$ cat src/rtl/frw_pkg.sv
// Shared types for the fault recovery window supervisor.
package frw_pkg;

    // Supervisor phases; ST_NORMAL and ST_RECOV run the window timer.
    typedef enum logic [1:0] {
        ST_INIT   = 2'd0,
        ST_NORMAL = 2'd1,
        ST_RECOV  = 2'd2,
        ST_RESET  = 2'd3
    } frw_state_e;

    // True in the phases where a watchdog window is running.
    function automatic logic frw_window_running(frw_state_e s);
        return (s == ST_NORMAL) || (s == ST_RECOV);
    endfunction

endpackage

$ cat src/rtl/frw_fault_sync.sv
// Synchronizes the asynchronous host fault line and applies polarity.
// Assumes STAGES >= 2. Polarity is loaded only while pol_load is high;
// otherwise the captured value is kept.
module frw_fault_sync #(
    parameter int STAGES = 2
) (
    input  logic clk,
    input  logic rst_n,
    input  logic fault_raw,
    input  logic pol_load,
    input  logic pol_cfg,
    output logic fault_act
);

    logic [STAGES-1:0] sync_q;
    logic              pol_q;

    // Shift the raw line through the synchronizer stages.
    always_ff @(posedge clk) begin
        if (!rst_n) sync_q <= '0;
        else        sync_q <= {sync_q[STAGES-2:0], fault_raw};
    end

    // Capture polarity while loading is allowed.
    always_ff @(posedge clk) begin
        if (!rst_n)        pol_q <= 1'b1;
        else if (pol_load) pol_q <= pol_cfg;
    end

    assign fault_act = pol_q ? sync_q[STAGES-1] : ~sync_q[STAGES-1];

    // polarity cannot move outside the load phase
    a_r9_pol_frozen: assert property (@(posedge clk) disable iff (!rst_n)
        !pol_load |=> $stable(pol_q));

endmodule

$ cat src/rtl/frw_window_timer.sv
// Down-counter for the watchdog windows. A load sets the window to
// load_len cycles (load_len >= 1); expired is high during the last
// cycle of a running window.
module frw_window_timer #(
    parameter int CNT_W = 16
) (
    input  logic             clk,
    input  logic             rst_n,
    input  logic             load,
    input  logic [CNT_W-1:0] load_len,
    input  logic             run,
    output logic             expired
);

    logic [CNT_W-1:0] cnt_q;

    // Load a new window or count the running one down to zero.
    always_ff @(posedge clk) begin
        if (!rst_n)                    cnt_q <= '0;
        else if (load)                 cnt_q <= (load_len == '0) ? '0 : load_len - 1'b1;
        else if (run && cnt_q != '0)   cnt_q <= cnt_q - 1'b1;
    end

    assign expired = run && (cnt_q == '0);

    // a running window descends by one each cycle
    a_r10_count_down: assert property (@(posedge clk) disable iff (!rst_n)
        (run && !load && cnt_q != '0) |=> (cnt_q == $past(cnt_q) - 1'b1));

endmodule

$ cat src/rtl/frw_reset_gen.sv
// Fixed-width reset pulse timer. start begins a pulse of RST_CYCLES
// cycles; done marks its final cycle. Assumes RST_CYCLES >= 1.
module frw_reset_gen #(
    parameter int RST_CYCLES = 4
) (
    input  logic clk,
    input  logic rst_n,
    input  logic start,
    output logic busy,
    output logic done
);

    localparam int CW = (RST_CYCLES > 1) ? $clog2(RST_CYCLES) : 1;

    logic [CW-1:0] cnt_q;

    // Run the pulse counter from start until it reaches zero.
    always_ff @(posedge clk) begin
        if (!rst_n) begin
            busy  <= 1'b0;
            cnt_q <= '0;
        end else if (start) begin
            busy  <= 1'b1;
            cnt_q <= CW'(RST_CYCLES - 1);
        end else if (busy) begin
            if (cnt_q == '0) busy <= 1'b0;
            else             cnt_q <= cnt_q - 1'b1;
        end
    end

    assign done = busy && (cnt_q == '0);

    // the pulse keeps going until its last cycle
    a_r8_width_held: assert property (@(posedge clk) disable iff (!rst_n)
        (busy && !done && !start) |=> busy);

endmodule

$ cat src/rtl/frw_supervisor.sv
// Fault recovery window supervisor. Chooses between the normal and
// recovery watchdog periods from the synchronized host fault, drives
// fail-safe and issues a reset pulse when recovery is not confirmed.
// Assumes good_refresh is a single-cycle pulse synchronous to clk and
// that the configured lengths are static while a window runs.
module frw_supervisor
    import frw_pkg::*;
#(
    parameter int CNT_W      = 16,
    parameter int SYNC_STAGE = 2,
    parameter int RST_CYCLES = 4
) (
    input  logic             clk,
    input  logic             rst_n,
    input  logic             cfg_enable,
    input  logic             cfg_fault_pol,
    input  logic [CNT_W-1:0] cfg_norm_len,
    input  logic [CNT_W-1:0] cfg_recov_len,
    input  logic             host_fault_in,
    input  logic             good_refresh,
    output logic             fs_assert,
    output logic             in_recovery,
    output logic             init_phase,
    output logic             reset_pulse,
    output logic             wd_miss
);

    frw_state_e       state_q, state_d;
    logic             fs_q, fs_d;
    logic             fault_act;
    logic             tmr_load, tmr_expired;
    logic [CNT_W-1:0] tmr_len;
    logic             rst_start, rst_busy, rst_done;
    logic             miss;

    frw_fault_sync #(.STAGES(SYNC_STAGE)) u_sync (
        .clk       (clk),
        .rst_n     (rst_n),
        .fault_raw (host_fault_in),
        .pol_load  (state_q == ST_INIT),
        .pol_cfg   (cfg_fault_pol),
        .fault_act (fault_act)
    );

    frw_window_timer #(.CNT_W(CNT_W)) u_timer (
        .clk      (clk),
        .rst_n    (rst_n),
        .load     (tmr_load),
        .load_len (tmr_len),
        .run      (frw_window_running(state_q)),
        .expired  (tmr_expired)
    );

    frw_reset_gen #(.RST_CYCLES(RST_CYCLES)) u_rstgen (
        .clk   (clk),
        .rst_n (rst_n),
        .start (rst_start),
        .busy  (rst_busy),
        .done  (rst_done)
    );

    // Next phase, window reloads and pulse requests.
    always_comb begin
        state_d   = state_q;
        tmr_load  = 1'b0;
        tmr_len   = cfg_norm_len;
        rst_start = 1'b0;
        miss      = 1'b0;
        case (state_q)
            ST_INIT: begin
                if (good_refresh) begin
                    state_d  = ST_NORMAL;
                    tmr_load = 1'b1;
                end
            end
            ST_NORMAL: begin
                if (fault_act && fs_q) begin
                    state_d  = ST_RECOV;
                    tmr_load = 1'b1;
                    tmr_len  = cfg_recov_len;
                end else if (good_refresh) begin
                    tmr_load = 1'b1;
                end else if (tmr_expired) begin
                    tmr_load = 1'b1;
                    miss     = 1'b1;
                end
            end
            ST_RECOV: begin
                if (good_refresh) begin
                    tmr_load = 1'b1;
                    if (fault_act) tmr_len = cfg_recov_len;
                    else           state_d = ST_NORMAL;
                end else if (tmr_expired) begin
                    state_d   = ST_RESET;
                    rst_start = 1'b1;
                end
            end
            ST_RESET: begin
                if (rst_done) state_d = ST_INIT;
            end
            default: state_d = ST_INIT;
        endcase
        if (!cfg_enable) begin
            state_d   = ST_INIT;
            tmr_load  = 1'b0;
            rst_start = 1'b0;
            miss      = 1'b0;
        end
    end

    // Next fail-safe level: cleared on leaving monitoring or clean recovery.
    always_comb begin
        fs_d = fs_q;
        if (state_d == ST_INIT || state_d == ST_RESET)
            fs_d = 1'b0;
        else if (state_q == ST_RECOV && state_d == ST_NORMAL)
            fs_d = 1'b0;
        else if (frw_window_running(state_q) && fault_act)
            fs_d = 1'b1;
    end

    // Register phase and fail-safe.
    always_ff @(posedge clk) begin
        if (!rst_n) begin
            state_q <= ST_INIT;
            fs_q    <= 1'b0;
        end else begin
            state_q <= state_d;
            fs_q    <= fs_d;
        end
    end

    assign fs_assert   = fs_q;
    assign in_recovery = (state_q == ST_RECOV);
    assign init_phase  = (state_q == ST_INIT);
    assign reset_pulse = (state_q == ST_RESET);
    assign wd_miss     = miss;

    // disabled feature falls back to initialization
    a_r2_disabled_init: assert property (@(posedge clk) disable iff (!rst_n)
        !cfg_enable |=> init_phase);

    // initialization ends only on a good refresh
    a_r3_init_holds: assert property (@(posedge clk) disable iff (!rst_n)
        (init_phase && !good_refresh) |=> init_phase);

    // recovery never runs without fail-safe
    a_r4_recovery_has_fs: assert property (@(posedge clk) disable iff (!rst_n)
        in_recovery |-> fs_assert);

    // fault plus fail-safe in the normal period enters recovery
    a_r5_enter_recovery: assert property (@(posedge clk) disable iff (!rst_n)
        (state_q == ST_NORMAL && fault_act && fs_q && cfg_enable) |=> in_recovery);

    // clean refresh during recovery restores the normal period
    a_r6_clean_exit: assert property (@(posedge clk) disable iff (!rst_n)
        (in_recovery && good_refresh && !fault_act && cfg_enable)
        |=> (state_q == ST_NORMAL && !fs_assert));

    // unanswered recovery window starts the reset pulse
    a_r8_expire_reset: assert property (@(posedge clk) disable iff (!rst_n)
        (in_recovery && tmr_expired && !good_refresh && cfg_enable) |=> reset_pulse);

    // the reset pulse hands over to initialization
    a_r8_pulse_to_init: assert property (@(posedge clk) disable iff (!rst_n)
        $fell(reset_pulse) |-> init_phase);

    // pulse timer runs while the reset phase is active
    a_r8_busy_match: assert property (@(posedge clk) disable iff (!rst_n)
        reset_pulse |-> rst_busy);

endmodule

$ cat config.mk
export PLATFORM = sky130hd
export DESIGN_NAME = frw_supervisor
export DESIGN_NICKNAME = d
export VERILOG_FILES = /design/src/rtl/frw_pkg.sv /design/src/rtl/frw_fault_sync.sv /design/src/rtl/frw_window_timer.sv /design/src/rtl/frw_reset_gen.sv /design/src/rtl/frw_supervisor.sv
export SDC_FILE = /design/constraint.sdc
export NUM_CORES = 1
export LEC_CHECK = 0
export ABC_AREA = 1
export BUFFER_PORTS_ARGS = -buffer_cell sky130_fd_sc_hd__buf_2
export CAP_MARGIN = 40
export CORE_MARGIN = 3
export CORE_UTILIZATION = 45
export CTS_CLUSTER_SIZE = 28
export DETAILED_ROUTE_END_ITERATION = 10
export HOLD_SLACK_MARGIN = 0.15
export PLACE_DENSITY = 0.66
export REMOVE_ABC_BUFFERS = 1
export SLEW_MARGIN = 20
export SYNTH_ARGS = -nofsm -noshare
export SYNTH_HDL_FRONTEND = slang
export SYNTH_SLANG_ARGS = --single-unit
$ cat constraint.sdc
create_clock -name clk -period 3.4 [get_ports clk]
set_input_delay 1.02 -clock clk [delete_from_list [all_inputs] [get_ports clk]]
set_output_delay 1.02 -clock clk [all_outputs]
set_load 0.05 [all_outputs]
Word level (Yosys, flattened, before mapping)
Cells that the tools add are included.
{ "word_totals": {"regBits": 25, "output_inout_bits": 5, "word_cells": 71} }
{ "classes": {"add_sub_neg": 3, "n_eq_ne": 6, "mux": 34, "n_bitwise": 2, "reduce_logical": 19} }
{ "ops": {"columns": ["cell", "n"], "rows": [
  ["$mux 16", 6],
  ["$logic_not 16->1", 2],
  ["$pmux 16 s2", 1],
  ["$sub 16x1->16 const B", 2],
  ["$mux 2", 10],
  ["$reduce_bool 16->1", 1],
  ["$mux 1", 15],
  ["$pmux 2 s4", 1],
  ["$eq 2x2->1 const B", 3],
  ["$logic_and 1x1->1", 6],
  ["$logic_not 2->1", 3],
  ["$eq 2x1->1 const B", 2],
  ["$reduce_bool 2->1", 2],
  ["$reduce_or 3->1", 1],
  ["$logic_or 1x1->1", 2],
  ["$ne 2x2->1 const B", 1],
  ["$not 1->1", 2],
  ["$pmux 1 s2", 1],
  ["$reduce_and 2->1", 1],
  ["$reduce_or 2->1", 1],
  ["$sub 2x1->2 const B", 1]
]} }

Logic depth before layout (Yosys ltp)
{ "depth": {"word_depth": 10, "ltp_mapped": 19, "ltp_nobuf": 18} }

Cells and area by module
Synthesis repeated with hierarchy kept, for this count alone.
{ "unflattened": {"cells_unflattened": 439, "area_unflattened_um2": 2537.4} }
{ "by_module_without_submodules": {"columns": ["mod", "n_inst", "cells_per_inst", "area_per_inst_um2"], "rows": [
  ["frw_window_timer", 1, 286, 1590.3],
  ["frw_supervisor", 1, 113, 683.2],
  ["frw_reset_gen", 1, 24, 153.9],
  ["frw_fault_sync", 1, 16, 110.1]
]} }

Least setup slack after synthesis
Ideal clock, no wire load.
{ "synth_path": {"path_type": "input -> output", "from": "in good_refresh", "to": "out wd_miss", "arrival_time_ns": 1.847, "required_ns": 2.380, "setup_slack_ns": 0.533, "path_stages": 3, "path_cell_list": "inv_1 nand3_1 nor2_1"} }
{ "synth_via": {"elab_chain_len": 4} }
{ "synth_lines": {"columns": ["item", "line", "rtl"], "rows": [
  ["start: declaration", "frw_supervisor.sv:20", "input logic good_refresh,"],
  ["$mux 1", "frw_supervisor.sv:81", "end else if (good_refresh) begin"],
  ["$mux 1", "frw_supervisor.sv:77", "if (fault_act && fs_q) begin"],
  ["$mux 1", "frw_supervisor.sv:69", "case (state_q)"],
  ["$mux 1", "frw_supervisor.sv:103", "if (!cfg_enable) begin"],
  ["end: declaration", "frw_supervisor.sv:25", "output logic wd_miss"]
]} }
Every way passes these cells.

Worst setup path in the final report
{ "layout_path": {"from": "reg state_q[0]", "to": "out wd_miss"} }
{ "layout_via": {"elab_chain_len": 8, "elab_cells_between_ends": 9, "cone_classes": "eq/ne: 2; mux: 5; reduce/logical: 2"} }
{ "layout_lines": {"columns": ["item", "line", "rtl"], "rows": [
  ["start: declaration", "frw_supervisor.sv:28", "frw_state_e state_q, state_d;"],
  ["start signal: assignment", "frw_supervisor.sv:128", "state_q <= state_d;"],
  ["$eq 2x1->1 / $eq 2x2->1 (equally long branches)", "frw_pkg.sv:14, frw_supervisor.sv:69", null],
  ["$logic_or 1x1->1", "frw_pkg.sv:14", "return (s == ST_NORMAL) || (s == ST_RECOV);"],
  ["$logic_and 1x1->1", "frw_window_timer.sv:24", "assign expired = run && (cnt_q == '0);"],
  ["$mux 1", "frw_supervisor.sv:83", "end else if (tmr_expired) begin"],
  ["$mux 1", "frw_supervisor.sv:81", null],
  ["$mux 1", "frw_supervisor.sv:77", null],
  ["$mux 1 (*)", "frw_supervisor.sv:69", null],
  ["$mux 1 (*)", "frw_supervisor.sv:103", null]
]} }
Every way passes the cells marked *; elsewhere a longest branch is shown, timed or not.

==> impl_metrics.yaml <==
outcome:
  status: "finished clean"
clock_tree:
  cts-root-buf: "clkbuf_8"
  clock-sinks: 25
  cts.reportedPaths.clkPinSlew_ps: 100
  cts_buffers: 3
  clk_latency_ps: 280
  cts_buffer_depth: 2
  cts_tree: "yes"
  cts_setup_buffers: 0
  postCtsHoldBufs: 0
  cts.htree.levels: 1
  ctsResizeCount: 0
power:
  clkPwrFrac: 0.224
  swShare: 0.3818
  intPower_w: 0.0005164
  seqPwrFrac: 0.405
  p_switching_w: 0.0003189
  vdd.ir_drop.worst_mv: 0.1456
  power_frac_comb: 0.370
  p_per_area_mw_per_mm2: 298.7
  leakagePower_nw: 1.407
cells_and_area:
  syn_to_final_growth_pct: 11.25
  drive_above_1_share: 0.2471
  fin_util: 0.5306
  nets: 481
  layout_common_cells: "nand2_1, inv_1, nor2_1"
  final_common_cell: "nand2_1"
  insertedDiodeCount: 0
critical_path:
  reg2reg_from: "state_q[0]"
  reg2reg_to: "u_timer.cnt_q[15]"
  critPathRequiredTime_ps: 2380
  endpoint_kind: "output port"
  r2r_setup_slack_ps: 680
  cp_max_fo: 8
  crit_path_start_kind: "flip-flop"
  worstPathArrival_ps: 1920
  cp-endpoint: "wd_miss"
  reg2reg_depth: 14
  setup.worst_path.start: "state_q[0]"
  critPathKind: "reg -> out"
die:
  initial_core_util: 0.4770
  coreArea_mm2: 0.005270
  die_x_um: 80.74
  die-area_mm2: 0.006519
  rows: 26
  fp.dieH_um: 80.74
  pin_count: 43
sta:
  final_max_slew_viol_count: 0
  fmax_ghz: 0.3398
  relSlewSlack: 0.6499
  period_share: 0.8656
  fin_skew_ps: 12.09
  tns_ps: 0
  worst_hold_slack_ps: 433.2
  hold_viol_final: 0
  timing.final.ws_setup_ps: 457.0
  setup_viol_count_final: 0
  fin_crit_ps: 2943
  rsz0062_at_grt: "false"
  worst_pin_slew_ps: 520.4
logic_synthesis:
  yosysWarnings: 0
  ys.flop_type: "dfxtp_1"
  ys_async_sr_fraction: 0
  syn_area_per_cell_um2: 6.364
  synth_cell_type_count: 42
  synth-edff-count: 0
  ys_ff_latch: 25
  syn_inst: 395
  syn_area_mm2: 0.002514
  ys_seq_area_frac: 0.1991
place:
  pre_cts_slack_ps: 322.8
  hpwlAfterDp_um: 4607
  io_buffer_count: 42
  gp_congestion: 0.9015
routing:
  num_vias: 2432
  final_antenna_net_count: 0
  dr.pass1.iters: 4
  first_iter_violations: 102
  viasPerCell: 4.835
  routedWlPerCell_um: 11.31
  drc: 0
  drt_wl_total_um: 5689
run:
  drv_cap: 0
global_route:
  grt_max_degree: 20
  antenna_found_initial: 0
  grt_overflow: 0
  grt_pass1_vias: 2232
  grt_pass1_wl_um: 9839
  grtUsageTotal: 0.1871
min_path:
  hold_class: "reg -> reg"
  hold_depth: 2
[power by group through the flow]
stage,sequential [W],combinational [W],clock [W]
2_1_floorplan,0.000339,0.000238,0
3_3_place_gp,0.000343,0.000305,0
3_5_place_dp,0.000344,0.000309,0
4_1_cts,0.000338,0.000311,0.000188
5_1_grt,0.000342,0.000353,0.000202
6_report,0.000338,0.000309,0.000187
[area by class of cell]
cell class	instances	area (um^2)
flip-flops and latches	25	500.5
clock inverters	1	5.005
inverters	53	198.9
multi-input cells	307	1738
repair buffers	44	225.2
fillers	566	2474
clock buffers	3	41.29
well taps	70	87.58
[worst max-delay path: stages (launching register included)]
cell and delay [ps]:
dfxtp_1 370, inv_1 100, ha_1 500, inv_1 100, nor2_1 120, nand3_1 100
nor2_1 90, buf_2 260
[state kept, by name (all words and copies together), names as in the netlist]
name / cells
u_rstgen.busy: 1
state_q: 2
u_sync.sync_q: 2
u_sync.pol_q: 1
u_rstgen.cnt_q: 2
fs_assert: 1
u_timer.cnt_q: 16
[per-layer routing]
layer | vias up | global-route usage | routed length, um
met2 | 68 | 0.3212 | 2525
met5 | - | 0 | 0
li1 | 1321 | - | -
met1 | 1036 | 0.2485 | 2782
met4 | 0 | 0.04054 | 55
met3 | 7 | 0.02772 | 325
[metrics by stage]
stage,cells,power [W],area (um^2)
final,503,0.0008352,2796
after global routing,503,0.0008975,2796
after CTS,503,0.0008367,2796
after detailed placement,499,0.0006530,2750
after global placement,499,0.0006487,2750
after floorplan,385,0.0005771,2437
[cell usage after synthesis (2+ instances only)]
| cell | n | area [um^2] |
|---|---|---|
| o21ai_0 | 30 | 150.1 |
| a21oi_1 | 8 | 40.04 |
| buf_2 | 3 | 15.01 |
| o21a_1 | 2 | 15.01 |
| nand3_2 | 3 | 30.03 |
| o31ai_1 | 4 | 30.03 |
| nand4_1 | 2 | 12.51 |
| a21boi_0 | 2 | 15.01 |
| a21oi_2 | 11 | 96.34 |
| xor2_1 | 11 | 96.34 |
| nor2_2 | 4 | 25.02 |
| nand2_4 | 3 | 33.78 |
| nand3b_1 | 5 | 37.54 |
| inv_1 | 52 | 195.2 |
| xnor2_1 | 4 | 35.03 |
| dfxtp_1 | 25 | 500.5 |
| nand2_1 | 100 | 375.4 |
| ha_1 | 9 | 112.6 |
| nor2_1 | 43 | 161.4 |
| clkbuf_1 | 4 | 15.01 |
| o21bai_1 | 2 | 15.01 |
| nand3_1 | 18 | 90.09 |
| nand2_2 | 28 | 175.2 |
| nor2_4 | 3 | 33.78 |
| nor3_1 | 2 | 10.01 |
[worst min path at each step]
stage | startpoint | end | slack, ps
6_report | u_sync.sync_q[0] | u_sync.sync_q[1] | 430
5_1_grt | u_sync.sync_q[0] | u_sync.sync_q[1] | 470
4_1_cts | u_sync.sync_q[0] | u_sync.sync_q[1] | 440
3_5_place_dp | u_sync.sync_q[0] | u_sync.sync_q[1] | 420
3_3_place_gp | u_sync.sync_q[0] | u_sync.sync_q[1] | 410
2_1_floorplan | u_sync.sync_q[0] | u_sync.sync_q[1] | 390
[kinds of logic after synthesis]
| logic type | Yosys count | share of synthesized area |
|---|---|---|
| flip-flops | 25 | 0.1991 |
| XOR/XNOR | 17 | 0.06521 |
| AND/OR/NAND/NOR | 214 | 0.4092 |
| AO/OA/AOI/OAI | 67 | 0.1722 |
| adder cells (fa/ha/maj) | 9 | 0.04480 |
| buffers and inverters | 63 | 0.1095 |
Note: power is estimated with default switching activity, not from simulation.
